$ cat src/rtl/spi_host_pkg.sv
// Shared types and constants for the SPI host controller.
// Assumes a 32-bit register word and a 4-bit length code.
package spi_host_pkg;

    localparam int WORD_W = 32;
    localparam int CODE_W = 4;

    // Word addresses of the register file.
    localparam logic [2:0] RA_CTL = 3'd0;
    localparam logic [2:0] RA_EVT = 3'd1;
    localparam logic [2:0] RA_IEN = 3'd2;
    localparam logic [2:0] RA_TXD = 3'd3;
    localparam logic [2:0] RA_RXD = 3'd4;

    // Control and event bit positions.
    localparam int B_LOOP = 30;
    localparam int B_MSBF = 26;
    localparam int B_MSTR = 25;
    localparam int B_EN   = 24;
    localparam int B_LEN  = 20;
    localparam int B_PRE  = 16;
    localparam int B_OVR  = 12;
    localparam int B_RNE  = 9;
    localparam int B_TNF  = 8;

    // Decoded control register contents.
    typedef struct packed {
        logic              loop;
        logic              msbf;
        logic              mstr;
        logic              en;
        logic [CODE_W-1:0] len;
        logic [CODE_W-1:0] pre;
    } ctl_t;

    // Event flags as held in the register file.
    typedef struct packed {
        logic ovr;
        logic rne;
        logic tnf;
    } evt_t;

endpackage

$ cat src/rtl/spi_host_clkdiv.sv
// Half-period tick generator for SCK.
// Emits one tick every 2*(pre+1) clocks while run is high and restarts
// from zero whenever run is low, so the first tick after a transfer
// starts always arrives a full half period later.
module spi_host_clkdiv #(
    parameter int PRE_W = 4,
    localparam int CNT_W = PRE_W + 1
) (
    input  logic             clk,
    input  logic             rst_n,
    input  logic             run,
    input  logic [PRE_W-1:0] pre,
    output logic             tick
);

    logic [CNT_W-1:0] cnt_q;
    logic [CNT_W-1:0] last_w;

    // Terminal count of one half period is 2*pre+1.
    assign last_w = {pre, 1'b1};
    assign tick   = run && (cnt_q == last_w);

    // Counts clocks within the current half period.
    always_ff @(posedge clk) begin
        if (!rst_n || !run || tick) begin
            cnt_q <= '0;
        end else begin
            cnt_q <= cnt_q + 1'b1;
        end
    end

endmodule

$ cat src/rtl/spi_host_shift.sv
// Serial shift engine. On start it loads the character and drives the
// first bit with SCK low. Each tick toggles SCK: a rising SCK samples the
// input, and a falling SCK either advances to the next bit or ends the
// transfer with a one-cycle done pulse. Dropping en aborts at once.
// Assumes nbits lies between 4 and DW while a transfer runs.
module spi_host_shift #(
    parameter int DW = 32,
    localparam int LEN_W = $clog2(DW)
) (
    input  logic          clk,
    input  logic          rst_n,
    input  logic          en,
    input  logic          start,
    input  logic          tick,
    input  logic          msbf,
    input  logic          loop,
    input  logic [LEN_W:0] nbits,
    input  logic [DW-1:0] tx_word,
    input  logic          miso,
    output logic          sck,
    output logic          mosi,
    output logic          busy,
    output logic          done,
    output logic [DW-1:0] rx_word
);

    localparam logic [LEN_W:0] DW_L = (LEN_W + 1)'(DW);

    logic [DW-1:0]    tx_sh_q;
    logic [DW-1:0]    rx_sh_q;
    logic [LEN_W-1:0] bit_q;
    logic             msbf_q;
    logic             loop_q;
    logic             sck_q;
    logic             busy_q;
    logic             done_q;
    logic             out_bit;
    logic             in_bit;
    logic [LEN_W:0]   pad_w;
    logic [LEN_W-1:0] last_bit;

    assign pad_w    = DW_L - nbits;
    assign last_bit = LEN_W'(nbits - 1'b1);
    assign out_bit  = msbf_q ? tx_sh_q[DW-1] : tx_sh_q[0];
    assign in_bit   = loop_q ? out_bit : miso;

    // Sequences bits, SCK and the shift registers.
    always_ff @(posedge clk) begin
        if (!rst_n) begin
            tx_sh_q <= '0;
            rx_sh_q <= '0;
            bit_q   <= '0;
            msbf_q  <= 1'b0;
            loop_q  <= 1'b0;
            sck_q   <= 1'b0;
            busy_q  <= 1'b0;
            done_q  <= 1'b0;
        end else begin
            done_q <= 1'b0;
            if (!en) begin
                busy_q <= 1'b0;
                sck_q  <= 1'b0;
            end else if (start && !busy_q) begin
                busy_q  <= 1'b1;
                sck_q   <= 1'b0;
                bit_q   <= '0;
                msbf_q  <= msbf;
                loop_q  <= loop;
                rx_sh_q <= '0;
                tx_sh_q <= msbf ? (tx_word << pad_w) : tx_word;
            end else if (busy_q && tick) begin
                if (!sck_q) begin
                    sck_q   <= 1'b1;
                    rx_sh_q <= msbf_q ? {rx_sh_q[DW-2:0], in_bit}
                                      : {in_bit, rx_sh_q[DW-1:1]};
                end else begin
                    sck_q <= 1'b0;
                    if (bit_q == last_bit) begin
                        busy_q <= 1'b0;
                        done_q <= 1'b1;
                    end else begin
                        bit_q   <= bit_q + 1'b1;
                        tx_sh_q <= msbf_q ? (tx_sh_q << 1) : (tx_sh_q >> 1);
                    end
                end
            end
        end
    end

    // Right-justifies the received character.
    always_comb begin
        if (msbf_q) begin
            rx_word = rx_sh_q;
        end else begin
            rx_word = rx_sh_q >> pad_w;
        end
    end

    assign sck  = sck_q;
    assign mosi = busy_q && out_bit;
    assign busy = busy_q;
    assign done = done_q;

endmodule

$ cat src/rtl/spi_host_regs.sv
// Register file: control, events, interrupt enable, transmit, receive.
// Writes are single-cycle strobes. Reads are combinational from the
// address. Event set by done wins over a write-one clear in the same cycle.
// Assumes one access per cycle.
module spi_host_regs
    import spi_host_pkg::*;
#(
    parameter int DW = WORD_W,
    parameter int AW = 3
) (
    input  logic          clk,
    input  logic          rst_n,
    input  logic          cs,
    input  logic          we,
    input  logic [AW-1:0] addr,
    input  logic [DW-1:0] wdata,
    output logic [DW-1:0] rdata,
    input  logic          busy,
    input  logic          done,
    input  logic [DW-1:0] rx_word,
    output ctl_t          ctl,
    output evt_t          evt,
    output evt_t          ien,
    output logic [DW-1:0] tx_word,
    output logic          start,
    output logic          irq
);

    logic    wr_ctl, wr_evt, wr_ien, wr_txd;
    ctl_t    ctl_q;
    evt_t    evt_q, ien_q, clr_w;
    logic [DW-1:0] tx_q, rx_q;

    assign wr_ctl = cs && we && (addr == AW'(RA_CTL));
    assign wr_evt = cs && we && (addr == AW'(RA_EVT));
    assign wr_ien = cs && we && (addr == AW'(RA_IEN));
    assign wr_txd = cs && we && (addr == AW'(RA_TXD));
    assign start  = wr_txd && ctl_q.en && !busy;

    assign clr_w.ovr = wr_evt && wdata[B_OVR];
    assign clr_w.rne = wr_evt && wdata[B_RNE];
    assign clr_w.tnf = wr_evt && wdata[B_TNF];

    // Holds control fields; length and prescaler locked while enabled.
    always_ff @(posedge clk) begin
        if (!rst_n) begin
            ctl_q <= '0;
        end else if (wr_ctl) begin
            ctl_q.loop <= wdata[B_LOOP];
            ctl_q.msbf <= wdata[B_MSBF];
            ctl_q.mstr <= wdata[B_MSTR];
            ctl_q.en   <= wdata[B_EN];
            if (!ctl_q.en) begin
                ctl_q.len <= wdata[B_LEN +: CODE_W];
                ctl_q.pre <= wdata[B_PRE +: CODE_W];
            end
        end
    end

    // Sets events on done, clears them on write-one.
    always_ff @(posedge clk) begin
        if (!rst_n) begin
            evt_q <= '0;
        end else begin
            evt_q.rne <= (evt_q.rne && !clr_w.rne) || done;
            evt_q.tnf <= (evt_q.tnf && !clr_w.tnf) || done;
            evt_q.ovr <= (evt_q.ovr && !clr_w.ovr) || (done && evt_q.rne);
        end
    end

    // Holds the interrupt enable bits.
    always_ff @(posedge clk) begin
        if (!rst_n) begin
            ien_q <= '0;
        end else if (wr_ien) begin
            ien_q <= '{ovr: wdata[B_OVR], rne: wdata[B_RNE], tnf: wdata[B_TNF]};
        end
    end

    // Captures the accepted transmit word and the received character.
    always_ff @(posedge clk) begin
        if (!rst_n) begin
            tx_q <= '0;
            rx_q <= '0;
        end else begin
            if (start) begin
                tx_q <= wdata;
            end
            if (done) begin
                rx_q <= rx_word;
            end
        end
    end

    // Selects read data by word address.
    always_comb begin
        rdata = '0;
        case (addr)
            AW'(RA_CTL): begin
                rdata[B_LOOP]             = ctl_q.loop;
                rdata[B_MSBF]             = ctl_q.msbf;
                rdata[B_MSTR]             = ctl_q.mstr;
                rdata[B_EN]               = ctl_q.en;
                rdata[B_LEN +: CODE_W]    = ctl_q.len;
                rdata[B_PRE +: CODE_W]    = ctl_q.pre;
            end
            AW'(RA_EVT): begin
                rdata[B_OVR] = evt_q.ovr;
                rdata[B_RNE] = evt_q.rne;
                rdata[B_TNF] = evt_q.tnf;
            end
            AW'(RA_IEN): begin
                rdata[B_OVR] = ien_q.ovr;
                rdata[B_RNE] = ien_q.rne;
                rdata[B_TNF] = ien_q.tnf;
            end
            AW'(RA_TXD): rdata = tx_q;
            AW'(RA_RXD): rdata = rx_q;
            default:     rdata = '0;
        endcase
    end

    assign irq     = |(evt_q & ien_q);
    assign ctl     = ctl_q;
    assign evt     = evt_q;
    assign ien     = ien_q;
    assign tx_word = tx_q;

endmodule

$ cat src/rtl/spi_host_ctrl.sv
// Top of the SPI host controller: register file, SCK divider and shift
// engine. Decodes the compressed length code into a bit count. Assumes
// a synchronous active-low reset and a single system clock.
module spi_host_ctrl
    import spi_host_pkg::*;
#(
    parameter int DW = WORD_W,
    parameter int AW = 3,
    localparam int LEN_W = $clog2(DW)
) (
    input  logic          clk,
    input  logic          rst_n,
    input  logic          reg_cs_i,
    input  logic          reg_we_i,
    input  logic [AW-1:0] reg_addr_i,
    input  logic [DW-1:0] reg_wdata_i,
    output logic [DW-1:0] reg_rdata_o,
    output logic          sck_o,
    output logic          mosi_o,
    input  logic          miso_i,
    output logic          irq_o
);

    ctl_t           ctl_w;
    evt_t           evt_w;
    evt_t           ien_w;
    logic [DW-1:0]  tx_w;
    logic [DW-1:0]  rx_w;
    logic           start_w;
    logic           busy_w;
    logic           done_w;
    logic           tick_w;
    logic [LEN_W:0] nbits_w;

    // Maps the length code to a bit count (0 -> full word, <=3 -> 4).
    always_comb begin
        if (ctl_w.len == '0) begin
            nbits_w = (LEN_W + 1)'(DW);
        end else if (ctl_w.len <= CODE_W'(3)) begin
            nbits_w = (LEN_W + 1)'(4);
        end else begin
            nbits_w = (LEN_W + 1)'(ctl_w.len) + 1'b1;
        end
    end

    spi_host_regs #(.DW(DW), .AW(AW)) u_regs (
        .clk     (clk),
        .rst_n   (rst_n),
        .cs      (reg_cs_i),
        .we      (reg_we_i),
        .addr    (reg_addr_i),
        .wdata   (reg_wdata_i),
        .rdata   (reg_rdata_o),
        .busy    (busy_w),
        .done    (done_w),
        .rx_word (rx_w),
        .ctl     (ctl_w),
        .evt     (evt_w),
        .ien     (ien_w),
        .tx_word (tx_w),
        .start   (start_w),
        .irq     (irq_o)
    );

    spi_host_clkdiv #(.PRE_W(CODE_W)) u_div (
        .clk   (clk),
        .rst_n (rst_n),
        .run   (busy_w),
        .pre   (ctl_w.pre),
        .tick  (tick_w)
    );

    spi_host_shift #(.DW(DW)) u_shift (
        .clk     (clk),
        .rst_n   (rst_n),
        .en      (ctl_w.en),
        .start   (start_w),
        .tick    (tick_w),
        .msbf    (ctl_w.msbf),
        .loop    (ctl_w.loop),
        .nbits   (nbits_w),
        .tx_word (reg_wdata_i),
        .miso    (miso_i),
        .sck     (sck_o),
        .mosi    (mosi_o),
        .busy    (busy_w),
        .done    (done_w),
        .rx_word (rx_w)
    );

endmodule

$ cat config.mk
export PLATFORM = sky130hd
export DESIGN_NAME = spi_host_ctrl
export DESIGN_NICKNAME = d
export VERILOG_FILES = /design/src/rtl/spi_host_pkg.sv /design/src/rtl/spi_host_clkdiv.sv /design/src/rtl/spi_host_shift.sv /design/src/rtl/spi_host_regs.sv /design/src/rtl/spi_host_ctrl.sv
export SDC_FILE = /design/constraint.sdc
export NUM_CORES = 1
export LEC_CHECK = 0
export BUFFER_PORTS_ARGS = -buffer_cell sky130_fd_sc_hd__buf_2
export CORE_ASPECT_RATIO = 1.4
export CORE_MARGIN = 5
export CORE_UTILIZATION = 55
export CTS_CLUSTER_SIZE = 16
export DETAILED_ROUTE_END_ITERATION = 12
export PLACE_DENSITY_LB_ADDON = 0.08
export SETUP_SLACK_MARGIN = 0.3
export SLEW_MARGIN = 25
export SYNTH_ARGS = -nofsm -noshare
export SYNTH_HDL_FRONTEND = slang
export SYNTH_SLANG_ARGS = --single-unit
$ cat constraint.sdc
create_clock -name clk -period 11.47 [get_ports clk]
set_clock_uncertainty 0.15 [all_clocks]
set_input_delay 1.7205 -clock clk [delete_from_list [all_inputs] [get_ports clk]]
set_output_delay 1.7205 -clock clk [all_outputs]
set_load 0.01 [all_outputs]
==> report_table.html, run 1 <==
<table>
<tr><th>Metric</th><th>Value</th></tr>
<tr><th colspan="2">Global routing</th></tr>
<tr><td>Pin count of the biggest net entering global routing</td><td>75</td></tr>
<tr><td>All-layer global routing usage</td><td>roughly 34%</td></tr>
<tr><td>Via count of the first global-routing pass</td><td>between 10000 and 15000</td></tr>
<tr><td>Number of antenna violations at the first check in global routing</td><td>0</td></tr>
<tr><td>Total congestion overflow</td><td>0</td></tr>
<tr><td>Wire length of the first global-routing pass</td><td>64.7 mm</td></tr>
<tr><th colspan="2">Cells and area</th></tr>
<tr><td>Flip-flop and latch area</td><td>0.00323 sq mm</td></tr>
<tr><td>Filler-free cell count of the finished design</td><td>1673</td></tr>
<tr><td>Total Nets Final</td><td>1448</td></tr>
<tr><td>Share of layout cells above drive strength 1</td><td>15.2%</td></tr>
<tr><td>Combined area of the multi-input logic cells</td><td>0.00773 sq mm</td></tr>
<tr><td>Number of inserted filler cells in the final layout</td><td>1872</td></tr>
<tr><td>Area Overhead vs Synth</td><td>7.91%</td></tr>
<tr><th colspan="2">CTS</th></tr>
<tr><td>Clock transition at the registers of the reported paths</td><td>roughly 0.07 ns</td></tr>
<tr><td>Clock tree from TritonCTS</td><td>built</td></tr>
<tr><td>Buffers from clock root to sink, at most</td><td>2</td></tr>
<tr><td>Hold bufs inserted after CTS</td><td>0</td></tr>
<tr><td>Sinks on the clock net</td><td>161</td></tr>
<tr><td>Total of cells resized after clock tree synthesis</td><td>0</td></tr>
<tr><td>Number of setup buffers added after CTS</td><td>0</td></tr>
<tr><td>Clock buffers created by TritonCTS</td><td>17</td></tr>
<tr><td>Root buffer cell</td><td>clkbuf_16</td></tr>
<tr><td>H-tree lvl count</td><td>4</td></tr>
<tr><td>Clk_lat worst skew</td><td>0.45 ns</td></tr>
<tr><th colspan="2">Yosys</th></tr>
<tr><td>Sequential cell area fraction in the yosys report</td><td>27.9%</td></tr>
<tr><td>XOR/XNOR share of the synthesized area</td><td>1.56%</td></tr>
<tr><td>Distinct cell type count after synthesis</td><td>between 70 and 80</td></tr>
<tr><td>Prevailing post-synth register cell</td><td>dfxtp_1</td></tr>
<tr><td>Compound-gate portion of the synthesized area</td><td>22.8%</td></tr>
<tr><td>Largest family of logic cells by synthesized area</td><td>multiplexers</td></tr>
<tr><td>Post-synth EDFFs</td><td>0</td></tr>
<tr><td>Number of cells produced by synthesis</td><td>1426</td></tr>
<tr><td>Register bit count reported by yosys</td><td>161</td></tr>
<tr><td>Fraction of synthesis flops using an asynchronous set or reset pin</td><td>0%</td></tr>
<tr><td>Share of synthesized cell area in and, or, nand and nor gates</td><td>18.0%</td></tr>
<tr><td>Total number of yosys warnings</td><td>0</td></tr>
<tr><td>Mean cell area of the mapped netlist</td><td>8.09 sq um</td></tr>
<tr><td>Total standard cell area after synthesis</td><td>0.0115 sq mm</td></tr>
<tr><td>Multiplexer area fraction after synthesis</td><td>23.6%</td></tr>
<tr><td>Adder-cell area share of the yosys netlist</td><td>0.542%</td></tr>
<tr><td>Synthesized netlist net count</td><td>1471</td></tr>
<tr><th colspan="2">Timing</th></tr>
<tr><td>Number of max-slew violations in the final report</td><td>0</td></tr>
<tr><td>Slew headroom</td><td>a little over a quarter</td></tr>
<tr><td>Transition time at the pin with the least slew margin</td><td>1.11 ns</td></tr>
<tr><td>Aggregate negative setup slack</td><td>0 ns</td></tr>
<tr><td>RSZ-0062 raised after global routing</td><td>false</td></tr>
<tr><td>Number of hold-slack violations in the final timing report</td><td>0</td></tr>
<tr><td>Peak clock frequency supported by timing</td><td>around 170 MHz</td></tr>
<tr><td>Crit share post-route</td><td>52.8%</td></tr>
<tr><td>Clock period minus final worst setup slack</td><td>6.05 ns</td></tr>
<tr><td>Finish-stage setup viols</td><td>0</td></tr>
<tr><th colspan="2">Pwr</th></tr>
<tr><td>Sequential group share of total power</td><td>43.5%</td></tr>
<tr><td>Fraction of power consumed by combinational cells</td><td>12.2%</td></tr>
<tr><td>Switching share of power</td><td>29.0%</td></tr>
<tr><td>Max VDD drop</td><td>0.000113 V</td></tr>
<tr><td>Clock share of power</td><td>between 40 and 50%</td></tr>
<tr><td>Static Leak</td><td>0.00444 uW</td></tr>
<tr><td>Cell internal pwr</td><td>915 uW</td></tr>
<tr><td>Sw Pwr</td><td>374 uW</td></tr>
<tr><td>Total power per unit cell area</td><td>about 100 mW/mm^2</td></tr>
<tr><th colspan="2">Worst setup path</th></tr>
<tr><td>Crit end category</td><td>flop</td></tr>
<tr><td>Setup crit start kind</td><td>flop</td></tr>
<tr><td>Required time of the critical path</td><td>approximately 12 ns</td></tr>
<tr><td>Worst-path cell with the longest stage delay</td><td>clkinv_2</td></tr>
<tr><td>Kind of critical path</td><td>flop to flop</td></tr>
<tr><td>Maximum fanout along the worst path</td><td>44</td></tr>
<tr><td>Most frequent cell on the critical path</td><td>buf_4</td></tr>
<tr><td>Critical Path AT</td><td>6.20 ns</td></tr>
<tr><td>Largest stage delay on the critical path</td><td>0.82 ns</td></tr>
<tr><td>List of cells traversed by the critical path</td><td>o21ba_2 &gt; buf_4 &gt; clkinv_2 &gt; ha_2 &gt; nor4_2 &gt; or3_1 &gt; buf_4 &gt; mux4_2 &gt; a221oi_1 &gt; o21ai_0 &gt; o211ai_1 &gt; a31oi_1</td></tr>
<tr><th colspan="2">Detailed routing</th></tr>
<tr><td>Count of nets left with antenna violations after detail routing</td><td>0</td></tr>
<tr><td>Wire per inst</td><td>25.1 um</td></tr>
<tr><td>Number of detailed-routing iterations run before antenna repair</td><td>7</td></tr>
<tr><td>Number of vias in the routed layout</td><td>11601</td></tr>
<tr><td>Initial detailed-routing violation count</td><td>1313</td></tr>
<tr><td>Via density per instance</td><td>6.93</td></tr>
<tr><td>Number of DRC violations after detailed routing</td><td>0</td></tr>
<tr><td>WL final</td><td>42.0 mm</td></tr>
<tr><th colspan="2">Run status</th></tr>
<tr><td>Run status</td><td>finished clean</td></tr>
<tr><th colspan="2">Floorplanning</th></tr>
<tr><td>Number of placed I/O pins</td><td>75</td></tr>
<tr><td>Floorplan die width</td><td>132 um</td></tr>
<tr><td>Die area</td><td>0.0240 sq mm</td></tr>
<tr><td>Initial Utilization</td><td>55.9%</td></tr>
<tr><td>Chip Height</td><td>181 um</td></tr>
<tr><td>Core area</td><td>0.0206 sq mm</td></tr>
<tr><td>Site Rows</td><td>62</td></tr>
<tr><th colspan="2">Placement</th></tr>
<tr><td>Final weighted congestion of routability-driven global placement</td><td>1.01</td></tr>
<tr><td>Placed cell count</td><td>1640</td></tr>
<tr><td>Detail Placement HPWL</td><td>28.9 mm</td></tr>
<tr><td>Input/output buffers</td><td>74</td></tr>
<tr><th colspan="2">Job</th></tr>
<tr><td>Count of maximum capacitance violations</td><td>0</td></tr>
<tr><th colspan="2">Min path</th></tr>
<tr><td>Class of the most critical hold timing path</td><td>flop to flop</td></tr>
</table>
==> flip-flops by register name, indices dropped and copies added, names as in the netlist, 3 cells and up <==
name             count
u_div.cnt_q          5
u_regs.ctl          12
u_regs.evt           3
u_regs.ien           3
u_regs.rx_q         32
u_regs.tx_word      32
u_shift.bit_q        5
u_shift.rx_sh_q     32
u_shift.tx_sh_q     32
==> power by group through the flow <==
stage / registers (uW) / clock network (uW) / logic (uW)
after floorplan: 573 / 0 / 98.5
after global placement: 573 / 0 / 150
after detailed placement: 573 / 0 / 150
after CTS: 560 / 577 / 151
after global routing: 560 / 603 / 162
final: 560 / 572 / 157
==> worst max-delay path: cells and delay by family, from the launching register on <==
| family | cells | cell delay, ns |
|---|---|---|
| AO/OA/AOI/OAI | 5 | 1.35 |
| adder cells (fa/ha/maj) | 1 | 0.59 |
| buffers and inverters | 3 | 1.80 |
| flip-flops | 1 | 0.73 |
| multiplexers | 1 | 0.40 |
| AND/OR/NAND/NOR | 2 | 0.78 |
==> synthesized netlist by cell type, drive strengths merged (21+ instances only) <==
cell type | instances | area (sq um)
nor2 | 137 | 514
clkbuf | 90 | 338
buf | 47 | 235
o21ai | 91 | 455
a21oi | 134 | 671
o211ai | 21 | 158
nand3 | 41 | 205
mux4 | 59 | 1330
nor3 | 36 | 191
a31oi | 56 | 350
dfxtp | 161 | 3220
nand2 | 185 | 694
mux2i | 134 | 1340
==> cell families after synthesis <==
| kind of cell | Yosys count |
|---|---|
| muxes | 198 |
| xor gates and xnor gates | 19 |
| AOI/OAI and AO/OA | 420 |
| DFF | 161 |
| and+or+nand+nor | 468 |
| adders and majority gates | 5 |
| buffers and inverters | 155 |
==> worst paths after layout <==
path,end,slack (ns),startpoint,cells past startpoint
worst max-delay path,u_shift.tx_sh_q[31]$_SDFFE_PN0P_,5.42,u_regs.ctl[6]$_SDFFE_PN0P_,12
worst min-delay path,u_regs.tx_word[9]$_SDFFE_PN0P_,0.31,u_regs.tx_word[9]$_SDFFE_PN0P_,2
worst max register to register,u_shift.tx_sh_q[31]$_SDFFE_PN0P_,5.42,u_regs.ctl[6]$_SDFFE_PN0P_,12
worst min register to register,u_regs.tx_word[9]$_SDFFE_PN0P_,0.31,u_regs.tx_word[9]$_SDFFE_PN0P_,2
==> cell usage in the layout (no fill, tap or decap), types with 21 or more instances in the layout <==
master / netlist / routed
a21oi_1: 134 / 134
a31oi_1: 56 / 56
buf_2: 20 / 74
buf_4: 5 / 21
dfxtp_1: 161 / 159
mux2i_1: 134 / 134
mux4_2: 59 / 59
nand2_1: 185 / 185
nand3_1: 41 / 41
nor2_1: 137 / 136
nor3_1: 35 / 35
o211ai_1: 21 / 21
o21ai_0: 88 / 88
==> metrics by stage <==
stage	worst slack, ns	hold WS, ns	area (sq um)	total power, uW	utilization (%)
detailed placement	5.71	0.301	11900	723	57.6
finish	5.42	0.311	12500	1290	60.4
global route	4.93	0.328	12500	1330	60.4
floorplan	6.41	0.280	11500	671	-
CTS	5.69	0.311	12500	1290	60.3
global placement	5.73	0.293	11900	723	57.5
==> cell type report <==
type,instances,share of cell area (%)
clock inverters,15,1.19
repair buffers,95,4.24
clock buffers,17,3.42
well taps,256,2.57
flip-flops and latches,161,25.9
multi-input cells,1110,62.1
inverters,18,0.563
diodes,1,0.0201
==> routing by layer <==
metal | share of wire, % | track usage, % | wire length, um | vias to the layer above
li1 | - | - | - | 5234
met1 | 37 | 39.7 | 15500 | 5550
met2 | 47 | 57.2 | 19900 | 598
met3 | 7.7 | 6.73 | 3230 | 219
met4 | 8.2 | 24.0 | 3440 | 0
met5 | 0 | 0 | 0 | -
(Power assumes the default switching activity.)
==> inputs of run 2 (changes only) <==
- clock period: 11.47 -> 5.1 ns (I/O delays scaled with it)
==> run 2 against run 1 <==
Flip-flop and latch count did not move; clock-buffer cell count did not move; largest cell class unchanged; core utilization rose by 0.40 points; worst setup slack got worse by 4.8 ns; non-clock buffer count rose by 5; clock power rose by 130%; power rose by 130%; die area did not move; highest routed layer is now met5; critical path type unchanged; critical endpoint is now u_regs.rx_q[5]$_SDFFE_PN0P_.
==> report_table.html, run 2 (same netlist as run 1, synthesis figures left out) <==
<table>
<tr><th>Metric</th><th>Value</th></tr>
<tr><th colspan="2">Detailed routing</th></tr>
<tr><td>Highest routing layer actually used</td><td>met5</td></tr>
<tr><td>Count of nets left with antenna violations after detail routing</td><td>0</td></tr>
<tr><td>Initial detailed-routing violation count</td><td>1331</td></tr>
<tr><td>Number of vias in the routed layout</td><td>between 10000 and 15000</td></tr>
<tr><td>Post-route met1 wirelength</td><td>15.9 mm</td></tr>
<tr><td>WL final</td><td>44.0 mm</td></tr>
<tr><td>Number of detailed-routing iterations run before antenna repair</td><td>5</td></tr>
<tr><td>Via density per instance</td><td>6.99</td></tr>
<tr><td>Total met3 wirelength after detailed routing</td><td>~3.6 mm</td></tr>
<tr><td>Wire per inst</td><td>~26 um</td></tr>
<tr><td>Number of DRC violations after detailed routing</td><td>0</td></tr>
<tr><td>Met2 WL post-DR</td><td>20.9 mm</td></tr>
<tr><th colspan="2">Global routing</th></tr>
<tr><td>Pin count of the biggest net entering global routing</td><td>between 100 and 150</td></tr>
<tr><td>Total congestion overflow</td><td>0</td></tr>
<tr><td>All-layer global routing usage</td><td>35.8%</td></tr>
<tr><td>Wire length of the first global-routing pass</td><td>67.3 mm</td></tr>
<tr><td>Via count of the first global-routing pass</td><td>11214</td></tr>
<tr><td>Number of antenna violations at the first check in global routing</td><td>1</td></tr>
<tr><th colspan="2">Timing</th></tr>
<tr><td>Number of max-slew violations in the final report</td><td>0</td></tr>
<tr><td>Finish-stage setup viols</td><td>0</td></tr>
<tr><td>RSZ-0062 raised after global routing</td><td>false</td></tr>
<tr><td>Hold slack final</td><td>0.311 ns</td></tr>
<tr><td>Number of hold-slack violations in the final timing report</td><td>0</td></tr>
<tr><td>Crit share post-route</td><td>87.8%</td></tr>
<tr><td>Slew headroom</td><td>roughly 39%</td></tr>
<tr><td>Peak clock frequency supported by timing</td><td>223 MHz</td></tr>
<tr><td>Aggregate negative setup slack</td><td>0 ns</td></tr>
<tr><td>Transition time at the pin with the least slew margin</td><td>slightly above 0.9 ns</td></tr>
<tr><td>Clock period minus final worst setup slack</td><td>roughly 4.5 ns</td></tr>
<tr><th colspan="2">Cells and area</th></tr>
<tr><td>Number of inserted filler cells in the final layout</td><td>1935</td></tr>
<tr><td>Area Overhead vs Synth</td><td>8.63%</td></tr>
<tr><td>Total Nets Final</td><td>1453</td></tr>
<tr><td># diodes</td><td>0</td></tr>
<tr><td>Share of layout cells above drive strength 1</td><td>about 15%</td></tr>
<tr><td>Most common cell after layout, fill and taps aside</td><td>nand2_1</td></tr>
<tr><td>Most frequent cells in the layout</td><td>185 x nand2_1, 159 x dfxtp_1, 136 x nor2_1</td></tr>
<tr><th colspan="2">CTS</th></tr>
<tr><td>Root buffer cell</td><td>clkbuf_16</td></tr>
<tr><td>Clock transition at the registers of the reported paths</td><td>0.07 ns</td></tr>
<tr><td>Clock buffers created by TritonCTS</td><td>17</td></tr>
<tr><td>Sinks on the clock net</td><td>~160</td></tr>
<tr><td>Buffers from clock root to sink, at most</td><td>2</td></tr>
<tr><td>Clock tree from TritonCTS</td><td>built</td></tr>
<tr><td>Number of setup buffers added after CTS</td><td>0</td></tr>
<tr><td>H-tree lvl count</td><td>4</td></tr>
<tr><td>Hold bufs inserted after CTS</td><td>0</td></tr>
<tr><td>Total of cells resized after clock tree synthesis</td><td>0</td></tr>
<tr><td>Clk_lat worst skew</td><td>0.44 ns</td></tr>
<tr><th colspan="2">Pwr</th></tr>
<tr><td>Cell internal pwr</td><td>2080 uW</td></tr>
<tr><td>Static Leak</td><td>0.00448 uW</td></tr>
<tr><td>Total power per unit cell area</td><td>around 240 mW/mm^2</td></tr>
<tr><td>Fraction of power consumed by combinational cells</td><td>between 10% and 20%</td></tr>
<tr><td>Max VDD drop</td><td>0.000231 V</td></tr>
<tr><td>Switching share of power</td><td>29.8%</td></tr>
<tr><td>Sw Pwr</td><td>885 uW</td></tr>
<tr><td>Sequential group share of total power</td><td>42.5%</td></tr>
<tr><td>Clock share of power</td><td>45.4%</td></tr>
<tr><th colspan="2">Worst setup path</th></tr>
<tr><td>Kind of critical path</td><td>flop to flop</td></tr>
<tr><td>Critical Path AT</td><td>about 4.6 ns</td></tr>
<tr><td>Crit end category</td><td>flop</td></tr>
<tr><td>Setup crit start kind</td><td>flop</td></tr>
<tr><td>Required time of the critical path</td><td>between 5 and 6 ns</td></tr>
<tr><td>Worst r2r src</td><td>u_regs.ctl[6]$_SDFFE_PN0P_</td></tr>
<tr><td>Worst reg2reg setup slack</td><td>0.62 ns</td></tr>
<tr><td>Maximum fanout along the worst path</td><td>34</td></tr>
<tr><td>End of the worst register-to-register path</td><td>u_regs.rx_q[5]$_SDFFE_PN0P_</td></tr>
<tr><td>R2R cell count</td><td>10</td></tr>
<tr><th colspan="2">Floorplanning</th></tr>
<tr><td>Floorplan die width</td><td>132 um</td></tr>
<tr><td>Site Rows</td><td>62</td></tr>
<tr><td>Initial Utilization</td><td>55.9%</td></tr>
<tr><td>Number of placed I/O pins</td><td>75</td></tr>
<tr><td>Chip Height</td><td>181 um</td></tr>
<tr><td>Core area</td><td>0.0206 sq mm</td></tr>
<tr><td>Die area</td><td>0.0240 sq mm</td></tr>
<tr><th colspan="2">Placement</th></tr>
<tr><td>Input/output buffers</td><td>between 70 and 80</td></tr>
<tr><td>Detail Placement HPWL</td><td>a little over 30 mm</td></tr>
<tr><td>Final weighted congestion of routability-driven global placement</td><td>between 1 and 1.5</td></tr>
<tr><th colspan="2">Min path</th></tr>
<tr><td>Endpoint of the worst hold path</td><td>u_regs.tx_word[1]$_SDFFE_PN0P_</td></tr>
<tr><td>Hold Path Depth</td><td>2</td></tr>
<tr><td>Min-Delay Startpoint</td><td>u_regs.tx_word[1]$_SDFFE_PN0P_</td></tr>
<tr><td>Class of the most critical hold timing path</td><td>flop to flop</td></tr>
<tr><th colspan="2">Job</th></tr>
<tr><td>Count of maximum capacitance violations</td><td>0</td></tr>
<tr><th colspan="2">Run status</th></tr>
<tr><td>Run status</td><td>finished clean</td></tr>
</table>
run 2: power by group through the flow:
stage / clock network [uW] / registers (uW) / logic, uW
2_1_floorplan: 0 / 1290 / 222
3_3_place_gp: 0 / 1290 / 346
3_5_place_dp: 0 / 1290 / 347
4_1_cts: 1360 / 1260 / 348
5_1_grt: 1420 / 1260 / 374
6_report: 1340 / 1260 / 360
run 2: worst max path at each step:
stage,from,endpoint,depth (start not counted)
CTS,u_regs.ctl[6]$_SDFFE_PN0P_,u_regs.rx_q[5]$_SDFFE_PN0P_,10
detailed placement,u_regs.ctl[6]$_SDFFE_PN0P_,u_regs.rx_q[0]$_SDFFE_PN0P_,10
global route,u_regs.ctl[6]$_SDFFE_PN0P_,u_regs.rx_q[5]$_SDFFE_PN0P_,10
global placement,u_regs.ctl[6]$_SDFFE_PN0P_,u_regs.rx_q[0]$_SDFFE_PN0P_,10
finish,u_regs.ctl[6]$_SDFFE_PN0P_,u_regs.rx_q[5]$_SDFFE_PN0P_,10
floorplan,u_regs.ctl[7]$_SDFFE_PN0P_,u_shift.tx_sh_q[27]$_SDFFE_PN0P_,15
run 2: final cells by class:
class / instances / area (sq um) / share of cell area [%]
Tap cell: 256 / 320 / 2.55
Sequential cell: 161 / 3230 / 25.7
Timing Repair Buffer: 100 / 578 / 4.61
Clock inverter: 15 / 189 / 1.51
Multi-Input combinational cell: 1110 / 7730 / 61.6
Clock buffer: 17 / 425 / 3.39
Inverter: 18 / 68.8 / 0.549
run 2: routing by layer:
metal | track usage [%] | up-vias
met3 | 7.45 | 222
li1 | - | 5237
met1 | 41.0 | 5577
met4 | 25.9 | 2
met2 | 59.1 | 678
met5 | 0 | -
run 2: worst max-delay path, cell delays in order, from the launching register on:
cell	delay, ns
dfxtp_1	0.76
o21ba_2	0.24
inv_2	0.04
ha_2	0.27
nor4_2	0.58
or3_1	0.52
buf_4	0.48
mux4_2	0.43
mux4_2	0.49
a22oi_1	0.25
o21ai_1	0.10
run 2: metrics by stage:
stage | instance area (sq um) | utilization [%] | setup WS [ns] | total power, uW | std cells
after floorplan | 11500 | - | 1.05 | 1510 | 1426
after global placement | 11900 | 57.8 | 0.837 | 1630 | 1645
after detailed placement | 11900 | 57.8 | 0.749 | 1640 | 1645
after CTS | 12500 | 60.8 | 0.718 | 2970 | 1677
after global routing | 12500 | 60.8 | 0.426 | 3060 | 1677
final | 12500 | 60.8 | 0.624 | 2960 | 1677
==> inputs of run 3 (changes only) <==
- REMOVE_ABC_BUFFERS: unset -> 1
- clock period: 5.1 -> 5.4 ns (I/O delays scaled with it)
==> run 3 against run 2 <==
Maximum frequency is 2.1% higher; global-route usage is 0.68 points lower; combinational power is 6.4% lower; core utilization is 0.27 points lower; worst setup slack better by 0.39 ns; clock-buffer cell count is 4 higher; sequential power is 6% lower; first-iteration DRC count is 9.0% lower; largest power group is now sequential cells; via count hardly changed; hold slack worse by 0.0083 ns; largest cell class unchanged; wire length is 1.9% lower; critical endpoint is now u_regs.rx_q[4]$_SDFFE_PN0P_.
==> report_table.html, run 3 (same netlist as run 1, synthesis figures left out) <==
<table>
<tr><th>Metric</th><th>Value</th></tr>
<tr><th colspan="2">Cells and area</th></tr>
<tr><td>Most common cell after layout, fill and taps aside</td><td>nand2_1</td></tr>
<tr><td>Area Overhead vs Synth</td><td>8.15%</td></tr>
<tr><td>Share of layout cells above drive strength 1</td><td>15.2%</td></tr>
<tr><td>Combined area of the multi-input logic cells</td><td>around 0.0077 sq mm</td></tr>
<tr><td>Most frequent cells in the layout</td><td>185 x nand2_1, 159 x dfxtp_1, 137 x nor2_1</td></tr>
<tr><td>Flip-flop and latch area</td><td>around 0.0032 sq mm</td></tr>
<tr><td># diodes</td><td>0</td></tr>
<tr><td>Number of inserted filler cells in the final layout</td><td>1918</td></tr>
<tr><td>Total Nets Final</td><td>1456</td></tr>
<tr><td>Final core utilization</td><td>60.5%</td></tr>
<tr><th colspan="2">Timing</th></tr>
<tr><td>Crit share post-route</td><td>81.2%</td></tr>
<tr><td>Number of hold-slack violations in the final timing report</td><td>0</td></tr>
<tr><td>Peak clock frequency supported by timing</td><td>approximately 230 MHz</td></tr>
<tr><td>RSZ-0062 raised after global routing</td><td>false</td></tr>
<tr><td>Clock period minus final worst setup slack</td><td>4.39 ns</td></tr>
<tr><td>Slew headroom</td><td>about a third</td></tr>
<tr><td>Finish-stage setup viols</td><td>0</td></tr>
<tr><td>Transition time at the pin with the least slew margin</td><td>between 1 and 1.5 ns</td></tr>
<tr><td>Number of max-slew violations in the final report</td><td>0</td></tr>
<tr><th colspan="2">Worst setup path</th></tr>
<tr><td>Required time of the critical path</td><td>5.53 ns</td></tr>
<tr><td>CP startpoint</td><td>u_regs.ctl[6]$_SDFFE_PN0P_</td></tr>
<tr><td>R2R cell count</td><td>10</td></tr>
<tr><td>Crit path capture</td><td>u_regs.rx_q[4]$_SDFFE_PN0P_</td></tr>
<tr><td>Worst r2r src</td><td>u_regs.ctl[6]$_SDFFE_PN0P_</td></tr>
<tr><td>Setup crit start kind</td><td>flop</td></tr>
<tr><td>Kind of critical path</td><td>flop to flop</td></tr>
<tr><td>Maximum fanout along the worst path</td><td>36</td></tr>
<tr><td>Critical Path AT</td><td>between 4 and 5 ns</td></tr>
<tr><td>End of the worst register-to-register path</td><td>u_regs.rx_q[4]$_SDFFE_PN0P_</td></tr>
<tr><td>Worst reg2reg setup slack</td><td>1.01 ns</td></tr>
<tr><td>Crit end category</td><td>flop</td></tr>
<tr><th colspan="2">Detailed routing</th></tr>
<tr><td>Wire per inst</td><td>25.7 um</td></tr>
<tr><td>Via density per instance</td><td>6.98</td></tr>
<tr><td>WL final</td><td>43.2 mm</td></tr>
<tr><td>Number of vias in the routed layout</td><td>11717</td></tr>
<tr><td>Initial detailed-routing violation count</td><td>1211</td></tr>
<tr><td>Count of nets left with antenna violations after detail routing</td><td>0</td></tr>
<tr><td>Number of detailed-routing iterations run before antenna repair</td><td>5</td></tr>
<tr><td>Number of DRC violations after detailed routing</td><td>0</td></tr>
<tr><th colspan="2">Placement</th></tr>
<tr><td>Final weighted congestion of routability-driven global placement</td><td>1.01</td></tr>
<tr><td>Detail Placement HPWL</td><td>around 30 mm</td></tr>
<tr><td>Input/output buffers</td><td>74</td></tr>
<tr><th colspan="2">CTS</th></tr>
<tr><td>Hold bufs inserted after CTS</td><td>0</td></tr>
<tr><td>Clock tree from TritonCTS</td><td>built</td></tr>
<tr><td>Number of setup buffers added after CTS</td><td>0</td></tr>
<tr><td>Clock buffers created by TritonCTS</td><td>17</td></tr>
<tr><td>Total of cells resized after clock tree synthesis</td><td>0</td></tr>
<tr><td>Clk_lat worst skew</td><td>0.44 ns</td></tr>
<tr><td>H-tree lvl count</td><td>4</td></tr>
<tr><td>Sinks on the clock net</td><td>between 150 and 200</td></tr>
<tr><td>Buffers from clock root to sink, at most</td><td>2</td></tr>
<tr><td>Clock transition at the registers of the reported paths</td><td>about 0.060 ns</td></tr>
<tr><td>Root buffer cell</td><td>clkbuf_16</td></tr>
<tr><th colspan="2">Pwr</th></tr>
<tr><td>Max VDD drop</td><td>0.000226 V</td></tr>
<tr><td>Static Leak</td><td>0.00445 uW</td></tr>
<tr><td>Total power per unit cell area</td><td>214 mW/mm^2</td></tr>
<tr><td>Overall power of the completed layout</td><td>2670 uW</td></tr>
<tr><th colspan="2">Floorplanning</th></tr>
<tr><td>Die area</td><td>0.0240 sq mm</td></tr>
<tr><td>Core area</td><td>0.0206 sq mm</td></tr>
<tr><td>Floorplan die width</td><td>132 um</td></tr>
<tr><td>Site Rows</td><td>between 60 and 70</td></tr>
<tr><td>Chip Height</td><td>181 um</td></tr>
<tr><td>Number of placed I/O pins</td><td>75</td></tr>
<tr><td>Initial Utilization</td><td>55.9%</td></tr>
<tr><th colspan="2">Global routing</th></tr>
<tr><td>Via count of the first global-routing pass</td><td>11021</td></tr>
<tr><td>All-layer global routing usage</td><td>35.1%</td></tr>
<tr><td>Wire length of the first global-routing pass</td><td>66.2 mm</td></tr>
<tr><td>Number of antenna violations at the first check in global routing</td><td>1</td></tr>
<tr><td>Pin count of the biggest net entering global routing</td><td>68</td></tr>
<tr><td>Total congestion overflow</td><td>0</td></tr>
<tr><th colspan="2">Job</th></tr>
<tr><td>Count of maximum capacitance violations</td><td>0</td></tr>
<tr><th colspan="2">Run status</th></tr>
<tr><td>Run status</td><td>finished clean</td></tr>
<tr><th colspan="2">Min path</th></tr>
<tr><td>Class of the most critical hold timing path</td><td>flop to flop</td></tr>
</table>
-- run 3: how the worst min path moves through the flow --
| stage | endpoint | start | cells after the start | slack [ns] |
|---|---|---|---|---|
| after floorplan | u_div.cnt_q[0]$_SDFF_PP0_ | u_div.cnt_q[0]$_SDFF_PP0_ | 1 | 0.28 |
| after global placement | u_regs.tx_word[6]$_SDFFE_PN0P_ | u_regs.tx_word[6]$_SDFFE_PN0P_ | 2 | 0.29 |
| after detailed placement | u_regs.tx_word[30]$_SDFFE_PN0P_ | u_regs.tx_word[30]$_SDFFE_PN0P_ | 2 | 0.30 |
| after CTS | u_regs.tx_word[3]$_SDFFE_PN0P_ | u_regs.tx_word[3]$_SDFFE_PN0P_ | 2 | 0.31 |
| after global routing | u_regs.tx_word[3]$_SDFFE_PN0P_ | u_regs.tx_word[3]$_SDFFE_PN0P_ | 2 | 0.33 |
| final | u_regs.tx_word[3]$_SDFFE_PN0P_ | u_regs.tx_word[3]$_SDFFE_PN0P_ | 2 | 0.30 |
-- run 3: area by class of cell --
class | count | area share (%)
clock buffer | 21 | 3.69
clock inverter | 10 | 0.641
inverter | 18 | 0.551
multi-input combinational | 1110 | 61.9
sequential | 161 | 25.9
tap | 256 | 2.57
timing repair buffer | 103 | 4.81
-- run 3: worst max-delay path, stage by stage (launching register included) --
cell and delay (ns):
dfxtp_1 0.74, o21ba_2 0.23, inv_2 0.04, ha_2 0.28, nor4_2 0.58, or3_1 0.43
buf_4 0.47, mux4_2 0.46, mux4_2 0.48, a21oi_1 0.23, a31oi_1 0.10
-- run 3: power by group --
part           switching (uW)  total [uW]  internal (uW)
Clock                     531        1150            615
Sequential               2.69        1190           1190
Combinational             228         337            109
Total                     762        2670           1910
-- run 3: layer usage --
layer  track usage (%)  vias up  wire, um
met1              42.2     5681     16300
met2              59.6      610     21200
li1                  -     5259         -
met3              5.68      165      3080
met4              19.8        2      2560
met5                 0        -        15
-- run 3: metrics by stage --
| step | worst slack (ns) | setup TNS, ns | area, sq um | std cells | hold slack, ns |
|---|---|---|---|---|---|
| after floorplan | -11.07 | -828.44 | 11000 | 1289 | 0.280 |
| after global placement | 1.18 | 0 | 11900 | 1648 | 0.292 |
| after detailed placement | 1.07 | 0 | 11900 | 1648 | 0.300 |
| after CTS | 1.05 | 0 | 12500 | 1679 | 0.308 |
| after global routing | 0.790 | 0 | 12500 | 1679 | 0.328 |
| final | 1.01 | 0 | 12500 | 1679 | 0.303 |
